## config.mk

```make
export PLATFORM = sky130hd
export DESIGN_NAME = ssp_raw_irq_status
export DESIGN_NICKNAME = d
export VERILOG_FILES = /design/src/rtl/ssp_irq_pkg.sv /design/src/rtl/ssp_level_flags.sv /design/src/rtl/ssp_event_flag.sv /design/src/rtl/ssp_irq_bus_port.sv /design/src/rtl/ssp_raw_irq_status.sv
export SDC_FILE = /design/constraint.sdc
export NUM_CORES = 1
export LEC_CHECK = 0
export BUFFER_PORTS_ARGS = -buffer_cell sky130_fd_sc_hd__buf_2
export CORE_UTILIZATION = 27
export CTS_CLUSTER_SIZE = 16
export DETAILED_ROUTE_END_ITERATION = 7
export GPL_ROUTABILITY_DRIVEN = 0
export GPL_TIMING_DRIVEN = 0
export PLACE_DENSITY = 0.72
export SKIP_CTS_REPAIR_TIMING = 1
export SYNTH_ARGS = -nofsm -noshare
export SYNTH_HDL_FRONTEND = slang
export SYNTH_HIERARCHICAL = 1
export SYNTH_SLANG_ARGS = --single-unit
```

## constraint.sdc

```tcl
create_clock -name clk -period 0.9 [get_ports clk]
set_clock_uncertainty 0.1 [all_clocks]
set_input_delay 0.045 -clock clk [delete_from_list [all_inputs] [get_ports clk]]
set_output_delay 0.045 -clock clk [all_outputs]
set_load 0.01 [all_outputs]
```

## src/rtl/ssp_irq_pkg.sv

```systemverilog
// Package: ssp_irq_pkg
// Shared constants and the flag layout for the serial port raw interrupt
// status block. The bit positions are visible to software and are decoded
// by the downstream mask logic, so they must not be reordered.
package ssp_irq_pkg;

    localparam int DATA_W  = 32;  // register bus data width
    localparam int FLAG_W  = 4;   // number of raw flags
    localparam int EVT_W   = 2;   // number of sticky event flags

    localparam int BIT_OVR = 0;   // receive overrun
    localparam int BIT_TMO = 1;   // receive time-out
    localparam int BIT_RX  = 2;   // receive watermark
    localparam int BIT_TX  = 3;   // transmit watermark / end of transmission

    // Flag word, MSB first so the packed bit indices match BIT_* above.
    typedef struct packed {
        logic tx;
        logic rx;
        logic tmo;
        logic ovr;
    } raw_flags_t;

endpackage

```

## src/rtl/ssp_level_flags.sv

```systemverilog
// Module: ssp_level_flags
// Registers the two level-based flags from the FIFO fill counts.
// Transmit: watermark (count <= DEPTH/2) or, in end-of-transmission mode,
// FIFO empty with an idle serializer. Receive: count >= DEPTH/2.
// Assumes the counts are in 0..DEPTH and synchronous to clk.
module ssp_level_flags #(
    parameter int DEPTH = 8,
    localparam int CNT_W = $clog2(DEPTH) + 1,
    localparam int HALF  = DEPTH / 2
) (
    input  logic             clk,
    input  logic             rst_n,
    input  logic [CNT_W-1:0] tx_level,
    input  logic [CNT_W-1:0] rx_level,
    input  logic             shifter_busy,
    input  logic             eot_mode,
    output logic             tx_flag,
    output logic             rx_flag
);

    localparam logic [CNT_W-1:0] HALF_CNT = CNT_W'(HALF);

    logic tx_next;
    logic rx_next;
    logic armed;

    // Next transmit flag: the mode bit selects the end-of-transmission
    // condition or the half-empty watermark.
    always_comb begin
        if (eot_mode) begin
            tx_next = (tx_level == '0) && !shifter_busy;
        end else begin
            tx_next = (tx_level <= HALF_CNT);
        end
    end

    // Next receive flag: set at or above half capacity.
    always_comb begin
        rx_next = (rx_level >= HALF_CNT);
    end

    // Flag registers; reset reflects an empty transmit FIFO.
    always_ff @(posedge clk) begin
        if (!rst_n) begin
            tx_flag <= 1'b1;
            rx_flag <= 1'b0;
        end else begin
            tx_flag <= tx_next;
            rx_flag <= rx_next;
        end
    end

    // Marks that at least one flag update has taken place since reset.
    always_ff @(posedge clk) begin
        if (!rst_n) armed <= 1'b0;
        else        armed <= 1'b1;
    end

    // in end-of-transmission mode, data in the FIFO keeps the flag low.
    assert_eot_data_low_R4: assert property (@(posedge clk) disable iff (!rst_n)
        armed && $past(eot_mode) && ($past(tx_level) != '0) |-> !tx_flag);

    // in end-of-transmission mode, a busy serializer keeps the flag low.
    assert_eot_busy_low_R4: assert property (@(posedge clk) disable iff (!rst_n)
        armed && $past(eot_mode) && $past(shifter_busy) |-> !tx_flag);

    // in watermark mode, more than half full means no transmit flag.
    assert_tx_above_half_R3: assert property (@(posedge clk) disable iff (!rst_n)
        armed && !$past(eot_mode) && ($past(tx_level) > HALF_CNT) |-> !tx_flag);

    // below half capacity the receive flag must be clear.
    assert_rx_below_half_R5: assert property (@(posedge clk) disable iff (!rst_n)
        armed && ($past(rx_level) < HALF_CNT) |-> !rx_flag);

    // with stable inputs the level flags hold their value.
    assert_level_stable_R9: assert property (@(posedge clk) disable iff (!rst_n)
        armed && $stable(tx_level) && $stable(rx_level) && $stable(eot_mode)
        && $stable(shifter_busy) |=> $stable(tx_flag) && $stable(rx_flag));

endmodule

```

## src/rtl/ssp_event_flag.sv

```systemverilog
// Module: ssp_event_flag
// One sticky event flag: a set pulse latches it and a clear request drops it.
// If both arrive in the same cycle the set wins. Assumes set and clear are
// synchronous single-cycle strobes.
module ssp_event_flag (
    input  logic clk,
    input  logic rst_n,
    input  logic set_evt,
    input  logic clr_req,
    output logic flag
);

    // Sticky flag register with set priority over clear.
    always_ff @(posedge clk) begin
        if (!rst_n)       flag <= 1'b0;
        else if (set_evt) flag <= 1'b1;
        else if (clr_req) flag <= 1'b0;
    end

    // a coincident set and clear leaves the flag set.
    assert_set_wins_R8: assert property (@(posedge clk) disable iff (!rst_n)
        set_evt && clr_req |=> flag);

    // an event latches the flag.
    assert_event_latch_R6: assert property (@(posedge clk) disable iff (!rst_n)
        set_evt |=> flag);

    // without a clear request a set flag stays set.
    assert_sticky_R7: assert property (@(posedge clk) disable iff (!rst_n)
        flag && !clr_req |=> flag);

    // the flag never rises without a set event.
    assert_no_spurious_R8: assert property (@(posedge clk) disable iff (!rst_n)
        !flag && !set_evt |=> !flag);

endmodule

```

## src/rtl/ssp_irq_bus_port.sv

```systemverilog
// Module: ssp_irq_bus_port
// Register bus decode. It turns clear-register writes into per-flag clear
// requests and returns the zero-extended status word on reads of the status
// address. Assumes single-cycle write strobes. Reads are combinational on
// the address.
module ssp_irq_bus_port
    import ssp_irq_pkg::*;
#(
    parameter int ADDR_W     = 4,
    parameter int STATUS_IDX = 0,
    parameter int CLEAR_IDX  = 1
) (
    input  logic              bus_sel,
    input  logic              bus_wr,
    input  logic [ADDR_W-1:0] bus_addr,
    input  logic [EVT_W-1:0]  bus_wdata,
    input  raw_flags_t        flags,
    output logic [EVT_W-1:0]  clr_req,
    output logic [DATA_W-1:0] bus_rdata
);

    localparam logic [ADDR_W-1:0] STATUS_A = ADDR_W'(STATUS_IDX);
    localparam logic [ADDR_W-1:0] CLEAR_A  = ADDR_W'(CLEAR_IDX);

    logic clr_hit;

    // Write decode: only the clear register produces clear requests.
    always_comb begin
        clr_hit = bus_sel && bus_wr && (bus_addr == CLEAR_A);
        clr_req = clr_hit ? bus_wdata : '0;
    end

    // Read mux: status word zero-extended, every other address reads zero.
    always_comb begin
        if (bus_addr == STATUS_A) begin
            bus_rdata = {{(DATA_W - FLAG_W){1'b0}}, flags};
        end else begin
            bus_rdata = '0;
        end
    end

    // the upper bits of any read are zero.
    always_comb begin
        assert_upper_zero_R1: assert (bus_rdata[DATA_W-1:FLAG_W] == '0);
    end

endmodule

```

## src/rtl/ssp_raw_irq_status.sv

```systemverilog
// Module: ssp_raw_irq_status
// Top of the serial port raw interrupt status block. It combines the
// registered level flags, two sticky event flags (time-out, overrun) and the
// register bus decode. Assumes every input is synchronous to clk and the
// event inputs are single-cycle pulses.
module ssp_raw_irq_status
    import ssp_irq_pkg::*;
#(
    parameter int DEPTH      = 8,
    parameter int ADDR_W     = 4,
    parameter int STATUS_IDX = 0,
    parameter int CLEAR_IDX  = 1,
    localparam int CNT_W     = $clog2(DEPTH) + 1
) (
    input  logic              clk,
    input  logic              rst_n,
    input  logic [CNT_W-1:0]  tx_level,
    input  logic [CNT_W-1:0]  rx_level,
    input  logic              shifter_busy,
    input  logic              eot_mode,
    input  logic              rx_timeout_evt,
    input  logic              rx_overrun_evt,
    input  logic              bus_sel,
    input  logic              bus_wr,
    input  logic [ADDR_W-1:0] bus_addr,
    input  logic [1:0]        bus_wdata,
    output logic [31:0]       bus_rdata,
    output logic [3:0]        raw_flags
);

    raw_flags_t             flags;
    logic                   tx_flag;
    logic                   rx_flag;
    logic [EVT_W-1:0]       evt_set;
    logic [EVT_W-1:0]       evt_clr;
    logic [EVT_W-1:0]       evt_flag;

    localparam logic [ADDR_W-1:0] STATUS_A = ADDR_W'(STATUS_IDX);

    // Event inputs ordered by their flag bit position.
    always_comb begin
        evt_set[BIT_OVR] = rx_overrun_evt;
        evt_set[BIT_TMO] = rx_timeout_evt;
    end

    ssp_level_flags #(
        .DEPTH (DEPTH)
    ) u_level (
        .clk          (clk),
        .rst_n        (rst_n),
        .tx_level     (tx_level),
        .rx_level     (rx_level),
        .shifter_busy (shifter_busy),
        .eot_mode     (eot_mode),
        .tx_flag      (tx_flag),
        .rx_flag      (rx_flag)
    );

    for (genvar gi = 0; gi < EVT_W; gi++) begin : g_evt
        ssp_event_flag u_flag (
            .clk     (clk),
            .rst_n   (rst_n),
            .set_evt (evt_set[gi]),
            .clr_req (evt_clr[gi]),
            .flag    (evt_flag[gi])
        );
    end

    // Assemble the flag word from the level and event flags.
    always_comb begin
        flags.tx  = tx_flag;
        flags.rx  = rx_flag;
        flags.tmo = evt_flag[BIT_TMO];
        flags.ovr = evt_flag[BIT_OVR];
        raw_flags = flags;
    end

    ssp_irq_bus_port #(
        .ADDR_W     (ADDR_W),
        .STATUS_IDX (STATUS_IDX),
        .CLEAR_IDX  (CLEAR_IDX)
    ) u_bus (
        .bus_sel   (bus_sel),
        .bus_wr    (bus_wr),
        .bus_addr  (bus_addr),
        .bus_wdata (bus_wdata),
        .flags     (flags),
        .clr_req   (evt_clr),
        .bus_rdata (bus_rdata)
    );

    // a write to the status address with no events leaves the event flags alone.
    assert_status_ro_R1: assert property (@(posedge clk) disable iff (!rst_n)
        bus_sel && bus_wr && (bus_addr == STATUS_A) && !rx_timeout_evt
        && !rx_overrun_evt |=> raw_flags[1:0] == $past(raw_flags[1:0]));

    // a read of the status address mirrors the raw flags.
    always_comb begin
        if (bus_addr == STATUS_A) begin
            assert_read_mirror_R1: assert (bus_rdata[3:0] == raw_flags);
        end
    end

endmodule

```

After elaboration in Yosys (flattened, before gate mapping)

Cells that the tools add are included.

Input bits: 22
Word-level logic and storage cells: 22
Output and inout bits: 36
Register bits after elaboration: 4

Mux-type cells: 7
Reduce and logical (&&, ||, !) cells: 8
Magnitude comparators: 2
Eq/ne operators: 1

Operators by type and width:

| operator           | number |
|---|---|
| $logic_not 4->1    | 2 |
| $mux 1             | 5 |
| $eq 4x1->1 const B | 1 |
| $ge 4x3->1 const B | 1 |
| $le 4x3->1 const B | 1 |
| $mux 4             | 1 |
| $reduce_bool 2->1  | 2 |
| $logic_and 1x1->1  | 3 |
| $mux 2             | 1 |
| $logic_not 1->1    | 1 |

Longest topological paths before layout

Gate-level depths: netlist (run 1).

Depth after elaboration: 5
Mapped depth: 4

By module

Netlist (run 1), hierarchy kept.

By module, submodules not included:

| module             | area each (um2) | cells each | sequential area each (um2) | times used |
|---|---|---|---|---|
| ssp_irq_bus_port   | 276.5           | 38         | 0.0                        | 1 |
| ssp_event_flag     | 41.3            | 3          | 20.0                       | 2 |
| ssp_level_flags    | 72.6            | 7          | 40.0                       | 1 |
| ssp_raw_irq_status | 15.0            | 2          | 0.0                        | 1 |

Worst setup path after synthesis (run 1)

Ideal clock, no wire load.

Kind: input port to flip-flop
Start point: input bus_addr[3]
End point: register g_evt[0].u_flag.flag
Setup time: 0.115 ns
Required time: 0.685 ns
Stages: 3
Path buffers: 0
Arrival: 0.686 ns
Slack: -0.001 ns
Cell sequence: nor4_1 > nor2b_4 > o21a_1

Word-level cells in the longest chain between the ends: 4

RTL lines:

| item                        | RTL line                 | source |
|---|---|---|
| start, declared             | ssp_raw_irq_status.sv:25 | `input logic [ADDR_W-1:0] bus_addr,` |
| $eq 4x1->1                  | ssp_irq_bus_port.sv:29   | `clr_hit = bus_sel && bus_wr && (bus_addr == CLEAR_A);` |
| $logic_and 1x1->1           | ssp_irq_bus_port.sv:29   |  |
| $mux 2                      | ssp_irq_bus_port.sv:30   | `clr_req = clr_hit ? bus_wdata : '0;` |
| $reduce_bool 2->1 (no line) | -                        |  |
| end signal, assigned        | ssp_event_flag.sv:15     | `if (!rst_n) flag <= 1'b0;` |
| end signal, assigned        | ssp_event_flag.sv:16     | `else if (set_evt) flag <= 1'b1;` |
| end signal, assigned        | ssp_event_flag.sv:17     | `else if (clr_req) flag <= 1'b0;` |
| end, declared               | ssp_event_flag.sv:10     | `output logic flag` |

No other way between the ends.
A chain may end at the register's enable or synchronous reset.

Final worst setup path (run 1)

Start point: register g_evt[1].u_flag.flag
End point: output bus_rdata[1]

Word-level cells in the longest chain between the ends: 1

RTL lines:

| item                   | RTL line                 | source |
|---|---|---|
| start, declared        | ssp_event_flag.sv:10     |  |
| start signal, assigned | ssp_event_flag.sv:15     |  |
| start signal, assigned | ssp_event_flag.sv:16     |  |
| start signal, assigned | ssp_event_flag.sv:17     |  |
| $mux 4                 | ssp_irq_bus_port.sv:35   | `if (bus_addr == STATUS_A) begin` |
| end, declared          | ssp_raw_irq_status.sv:27 | `output logic [31:0] bus_rdata,` |

No other way between the ends.

==> results.txt, run 1 <==
The first-pass GRT wire length is around 1200 um. Once placement finished, the instance area stood at approximately 700 um^2. The part of the total power dissipated in sequential elements came out at 0.277. The number of nets in the layout came out at 140. At the worst endpoint, the required time is approximately 0.75 ns. The final route contains 470 vias. For this run, the top clock speed supported by timing is 1060 MHz. The die covers about 0.0018 mm^2. The leakage power summed over all cells is around 0.00051 uW. By area the synthesized netlist is led by sky130_fd_sc_hd__buf_4 (50%), sky130_fd_sc_hd__dfxtp_1 (18%), sky130_fd_sc_hd__nor2b_4 (6.2%).

The share of total power dissipated in combinational logic is 0.429. Leaving out fill and tap cells, the most frequent cells in the layout are sky130_fd_sc_hd__buf_4 (28), sky130_fd_sc_hd__conb_1 (28), sky130_fd_sc_hd__buf_2 (19), sky130_fd_sc_hd__buf_6 (10), sky130_fd_sc_hd__dlygate4sd3_1 (6). Across the run, the number of max-cap violations was 0. The global-route total usage across every layer came out at 0.0868. The final layout contains routed wiring with a total length of around 1000 um. Summed over all layers, the global routing overflow is 0.

The sequential fraction of the synthesis area is 0.179. The setup slack after layout is -0.0478 ns. The hold violation count in the final report came out at 0. The power density of the placed cells is between 800 and 900 mW/mm^2. The HPWL after detailed placement is approximately 810 um.

The number of warnings reported in the yosys synthesis log came out at 6. The analysis attributes to net switching a power of roughly 200 uW. The pin count of the biggest net entering global routing is 5. The classification of the worst setup path is flop to primary output. The initial utilization of the core area, before any placement, comes to 0.293. The worst register-to-register path begins at g_evt[1].u_flag/flag.

The worst IR drop on VDD is between 500 and 600 uV. No sink is reached through more buffers than the 2 on the longest clock path. The count of placed standard cells including taps came out at around 120. The synthesized design spends more area on one cell type than any other, namely sky130_fd_sc_hd__buf_4. The clock transition at the registers of the reported paths came out at about 0.04 ns.

After detailed routing, the number of remaining DRC violations is 0. The layout overhead on the synthesized area came out at 96.9%. The summed area of non-filler cells in the final layout came out at between 800 and 900 um^2.

In this run the most critical hold path is launched from tx_level[0]. Cell internal power was estimated by the tool at approximately 530 uW. Using the TritonRoute via totals, the vias-per-cell ratio works out to about 3.6. The clock latency on the worst-skew pair is about 0.23 ns. The checks that failed: setup timing. The number of endpoints failing setup at the final stage came out at 4. The run finished, with violations left. In this run, the number of DRC markers left after iteration 0 of detailed routing was 1. The share of total power dissipated in the clock network is 0.294. The combined area of all synthesized cells came out at ~450 um^2. The number of clock sinks is 4. The number of standard cells after synthesis is 53. The number of top-level pins came out at 58.

TritonCTS built the clock tree. The path type of the worst min-delay path is input pin to flop. Dividing the final minimum period by the clock period gives 1.05. CTS built an H-tree with a depth of 1. The number of distinct library cell variants in the gate-level netlist after synthesis is 13. The power consumption is about 730 uW. The flip-flop and latch count after synthesis came out at 4.

The number of antenna diodes in the final layout is 0. The number of global-route vias before repair was between 300 and 400. Setup repair after global routing could not meet its margin everywhere. The arrival time of data at the critical path endpoint came out at roughly 0.8 ns.

The number of detailed-routing iterations run before antenna repair is 4. The share of post-route cells with drive strength above 1 came out at 0.629. The final-report max-slew violation count came out at 0. Of the post-synthesis cell area, the dominant cell type holds 0.504.

Once layout is complete, the utilization of the core stands at 0.577. The initial antenna violation count came to 0. Of all nets on the critical path, the largest fanout is 3. For this run, the number of standard cells in the final layout without fillers is 132.

The height of the chip is 42.7 um. The startpoint of the most critical setup path is g_evt[1].u_flag/flag. The area inside the core boundary is 0.00152 mm^2. The routed wirelength normalized by instance count is between 7 and 8 um. The number of buffers added by the clock tree synthesis step came out at 3. Setup total negative slack on the finished layout was measured at -0.180 ns. The chip width is 42.7 um. The routed design could run at a clock period as short as about 0.95 ns. STA classifies the critical path endpoint as a primary output. The number of buffer cells added on primary ports is 27. The mean instance size in the synthesized netlist is between 8 and 9 um^2. The worst setup path is launched from a flop.

CTS placed an instance of sky130_fd_sc_hd__clkbuf_4 at the clock tree root. The total number of placement rows came out at 14. The net switching fraction of the power came out at 0.277. The number of routed nets with antenna violations came out at 0.
layer usage:
layer  global-route usage  vias to the layer above  part of all wire
li1                     -                      248                 -
met2                0.176                       26              0.61
met4               0.0375                        0                 0
met3               0.0213                        0              0.11
met5                    0                        -                 0
met1               0.0779                      196              0.28
sequential cells by signal, indices dropped and copies added (netlist names):
register / cells
u_level/tx_flag: 1
u_level/rx_flag: 1
g_evt.u_flag/flag: 2
final cells by class:
| type | count | area (um^2) |
|---|---|---|
| plain buffers | 30 | 233 |
| clock buffers | 3 | 22.5 |
| fillers | 145 | 644 |
| multi-input cells | 46 | 274 |
| flip-flops and latches | 4 | 85.1 |
| well taps | 16 | 20.0 |
| repair buffers | 33 | 245 |
worst paths after layout:
| path | endpoint | depth (start not counted) | slack [ns] |
|---|---|---|---|
| setup / recovery | bus_rdata[1] | 2 | -0.05 |
| hold reg to reg | g_evt[0].u_flag/flag | 2 | 0.48 |
| setup reg to reg | g_evt[1].u_flag/flag | 2 | 0.09 |
| hold / removal | u_level/tx_flag | 3 | 0.01 |
critical path, stage by stage, from the launching register on:
cell and delay (ns):
sky130_fd_sc_hd__dfxtp_2 0.31, sky130_fd_sc_hd__and2_4 0.15, sky130_fd_sc_hd__buf_6 0.11
stage by stage:
step                      setup slack (ns)  hold WS (ns)
final                              -0.0478        0.0109
after global routing               -0.0754        0.0101
after CTS                           -0.102       -0.0887
after detailed placement            -0.127         0.149
after global placement              -0.102         0.148
after floorplan                     0.0817        0.0552
Yosys cell counts:
| cell type | instances |
|---|---|
| sky130_fd_sc_hd__a21o_1 | 1 |
| sky130_fd_sc_hd__o21ai_0 | 1 |
| sky130_fd_sc_hd__nor2b_4 | 2 |
| sky130_fd_sc_hd__o31ai_1 | 1 |
| sky130_fd_sc_hd__nor4_2 | 1 |
| sky130_fd_sc_hd__nor3_1 | 1 |
| sky130_fd_sc_hd__conb_1 | 1 |
| sky130_fd_sc_hd__nor4_1 | 2 |
| sky130_fd_sc_hd__o21a_1 | 3 |
| sky130_fd_sc_hd__dfxtp_1 | 4 |
| sky130_fd_sc_hd__buf_4 | 30 |
| sky130_fd_sc_hd__nand4_1 | 2 |
| sky130_fd_sc_hd__and2_1 | 4 |
kinds of logic after synthesis:
kind of cell	count (synthesis)	share of synthesized area
buf+inv	30	0.504
simple gates	12	0.213
compound gates	6	0.0952
flops	4	0.179
other cells	1	0.00840
power by group through the flow:
stage	Combinational [uW]	Sequential [uW]	Clock [uW]
global placement	255	200	0
global route	339	204	242
CTS	257	198	224
detailed placement	257	200	0
floorplan	184	203	0
finish	313	203	215
(Power assumes the default switching activity.)
==> run 2: changes to the inputs <==
RECOVER_POWER = 100   (was default)
==> run 2 against run 1 <==
Non-clock buffer count is the same. Critical endpoint unchanged. The flow still finishes with violations (setup timing). Maximum frequency shrank 0.29%. Largest power group unchanged. Largest cell class unchanged. Sequential power is essentially flat.
==> results.txt, run 2 (same netlist as run 1, synthesis figures left out) <==
The run finished, with violations left. The checks that failed: setup timing. The total via count after detailed routing was 468 (-0.43%). The total negative slack is -0.184 ns (-0.00361 ns). The clock transition at the registers of the reported paths is 0.04 ns (about the same). The power density of the placed cells is 831 mW/mm^2 (about the same).

The arrival time of data at the critical path endpoint came to 0.81 ns (about the same). The antenna diode count is 0 (unchanged). The leakage power summed over all cells is 0.000503 uW (-0.65%). The initial core utilization came out at 0.293 (unchanged). The total global routing overflow is 0 (unchanged). The number of routed nets with antenna violations is 0 (unchanged). The worst setup path is launched from a flop. The number of buffer cells added on primary ports came out at 27 (unchanged). Clock tree synthesis selected as its root buffer the cell sky130_fd_sc_hd__clkbuf_4. The layout overhead on the synthesized area came out at 96.6%.

STA classifies the critical path endpoint as a primary output. The total number of placement rows was 14 (unchanged). The maximum level of the CTS H-tree is 1 (unchanged).

The routed wirelength normalized by instance count is 7.67 um (about the same). TritonCTS built the clock tree. The met3 wire length is 115 um (unchanged). Leaving out fill and tap cells, the most frequent cells in the layout are sky130_fd_sc_hd__buf_4 (28), sky130_fd_sc_hd__conb_1 (28), sky130_fd_sc_hd__buf_2 (18), sky130_fd_sc_hd__buf_6 (10), sky130_fd_sc_hd__dlygate4sd3_1 (6). The power consumption came out at 730 uW (about the same).

The number of flip-flops under the largest register name came out at 2 (unchanged). The full die area was 0.00182 mm^2 (unchanged). The final-report max-slew violation count was 0 (unchanged). The total half-perimeter wirelength after legalization and detailed placement came to 811 um (unchanged). The shortest clock period the worst path allows after layout came to 0.951 ns (+0.00274 ns).

The highest attainable clock frequency was 1050 MHz (-0.29%). The pin count of the biggest net entering global routing came out at 5 (unchanged). The number of endpoints failing setup at the final stage came out at 4 (unchanged). The worst IR drop on VDD came to 516 uV (about the same).

The chip width came out at 42.7 um (unchanged). The number of buffers on the longest clock path is 2 (unchanged). The number of detailed-routing iterations run before antenna repair is 4 (unchanged).

The classification of the worst setup path is flop to primary output. The first-pass GRT wire length is 1240 um (unchanged). The wire length on met2 came out at 612 um (-0.33%).

The post-route clock period utilization came out at 1.06 (+0.00305). The number of buffers added by the clock tree synthesis step is 3 (unchanged). The DRC violation count after routing is 0 (unchanged). The initial antenna violation count is 0 (unchanged). The number of global-route vias before repair is 332 (unchanged). The path class of the tightest hold or removal check is input pin to flop.

The share of post-route cells with drive strength above 1 came out at 0.621 (-0.00862). The number of filler instances in the final layout is 146 (+0.69%). The sum of routed wire length over all layers came to 1010 um (about the same).

The clock latency on the worst-skew pair is 0.23 ns (about the same). The hold violation count in the final report came to 0 (unchanged). The global-route total usage across every layer came out at 0.0868 (unchanged). The via density per instance is 3.55 (-0.43%). The post-route met1 wirelength came to 285 um (unchanged). The DRC violation total after the first TritonRoute iteration came to 1 (unchanged). The number of max-cap violations came out at 0 (unchanged). The area inside the core boundary came out at 0.00152 mm^2 (unchanged). The height of the chip came out at 42.7 um (unchanged). The number of nets in the layout is 140 (unchanged). The largest driver fanout on the critical path came to 3 (unchanged). Ranked by flip-flop count, first place goes to g_evt.u_flag/flag. The number of clock sinks is 4 (unchanged).

The highest routed metal layer is met3. The largest registers in the layout are g_evt.u_flag/flag (2), u_level/rx_flag (1), u_level/tx_flag (1). The data required time of the critical path is 0.75 ns (about the same). Setup repair after global routing could not meet its margin everywhere.

The internal reg-to-reg setup slack is 0.09 ns (about the same). The number of top-level pins came out at 58 (unchanged). The setup slack after layout is -0.0506 ns (-0.00274 ns).
run 2: final timing paths:
check	startpoint	end	depth (start not counted)
setup reg to reg	g_evt[1].u_flag/flag	g_evt[1].u_flag/flag	2
hold reg to reg	g_evt[0].u_flag/flag	g_evt[0].u_flag/flag	2
hold / removal	tx_level[0]	u_level/tx_flag	3
setup / recovery	g_evt[1].u_flag/flag	bus_rdata[1]	2
run 2: per-stage QoR:
stage / util / instances / area, um^2 / hold WS, ns / worst slack [ns]
after global placement: 0.470 / 123 / 716 / 0.148 / -0.102
after detailed placement: 0.470 / 123 / 716 / 0.149 / -0.127
after global routing: 0.576 / 132 / 878 / 0.0101 / -0.0754
final: 0.576 / 132 / 878 / 0.0109 / -0.0506
after floorplan: - / 80 / 561 / 0.0552 / 0.0817
after CTS: 0.484 / 126 / 738 / -0.0887 / -0.102
run 2: cell type report:
| cell class | instances | area, um^2 | area share |
|---|---|---|---|
| flip-flops and latches | 4 | 85.1 | 0.0969 |
| plain buffers | 30 | 233 | 0.265 |
| repair buffers | 33 | 244 | 0.278 |
| multi-input cells | 46 | 274 | 0.312 |
| well taps | 16 | 20.0 | 0.0228 |
| clock buffers | 3 | 22.5 | 0.0256 |
run 2: power breakdown:
part / switching [uW] / leakage [uW] / total [uW] / internal (uW)
registers: 8.87 / 0.0000340 / 203 / 194
logic: 128 / 0.000455 / 312 / 185
clock network: 66.1 / 0.0000138 / 215 / 149
total: 202 / 0.000503 / 730 / 528
run 2: worst max-delay path, cell delays in order, from the launching register on:
cell                      delay, ns
sky130_fd_sc_hd__dfxtp_2       0.32
sky130_fd_sc_hd__and2_4        0.15
sky130_fd_sc_hd__buf_6         0.11
run 2: layer usage:
metal  global-route usage  vias to the layer above
met3               0.0213                        0
li1                     -                      248
met4               0.0375                        0
met5                    0                        -
met2                0.176                       26
met1               0.0779                      194
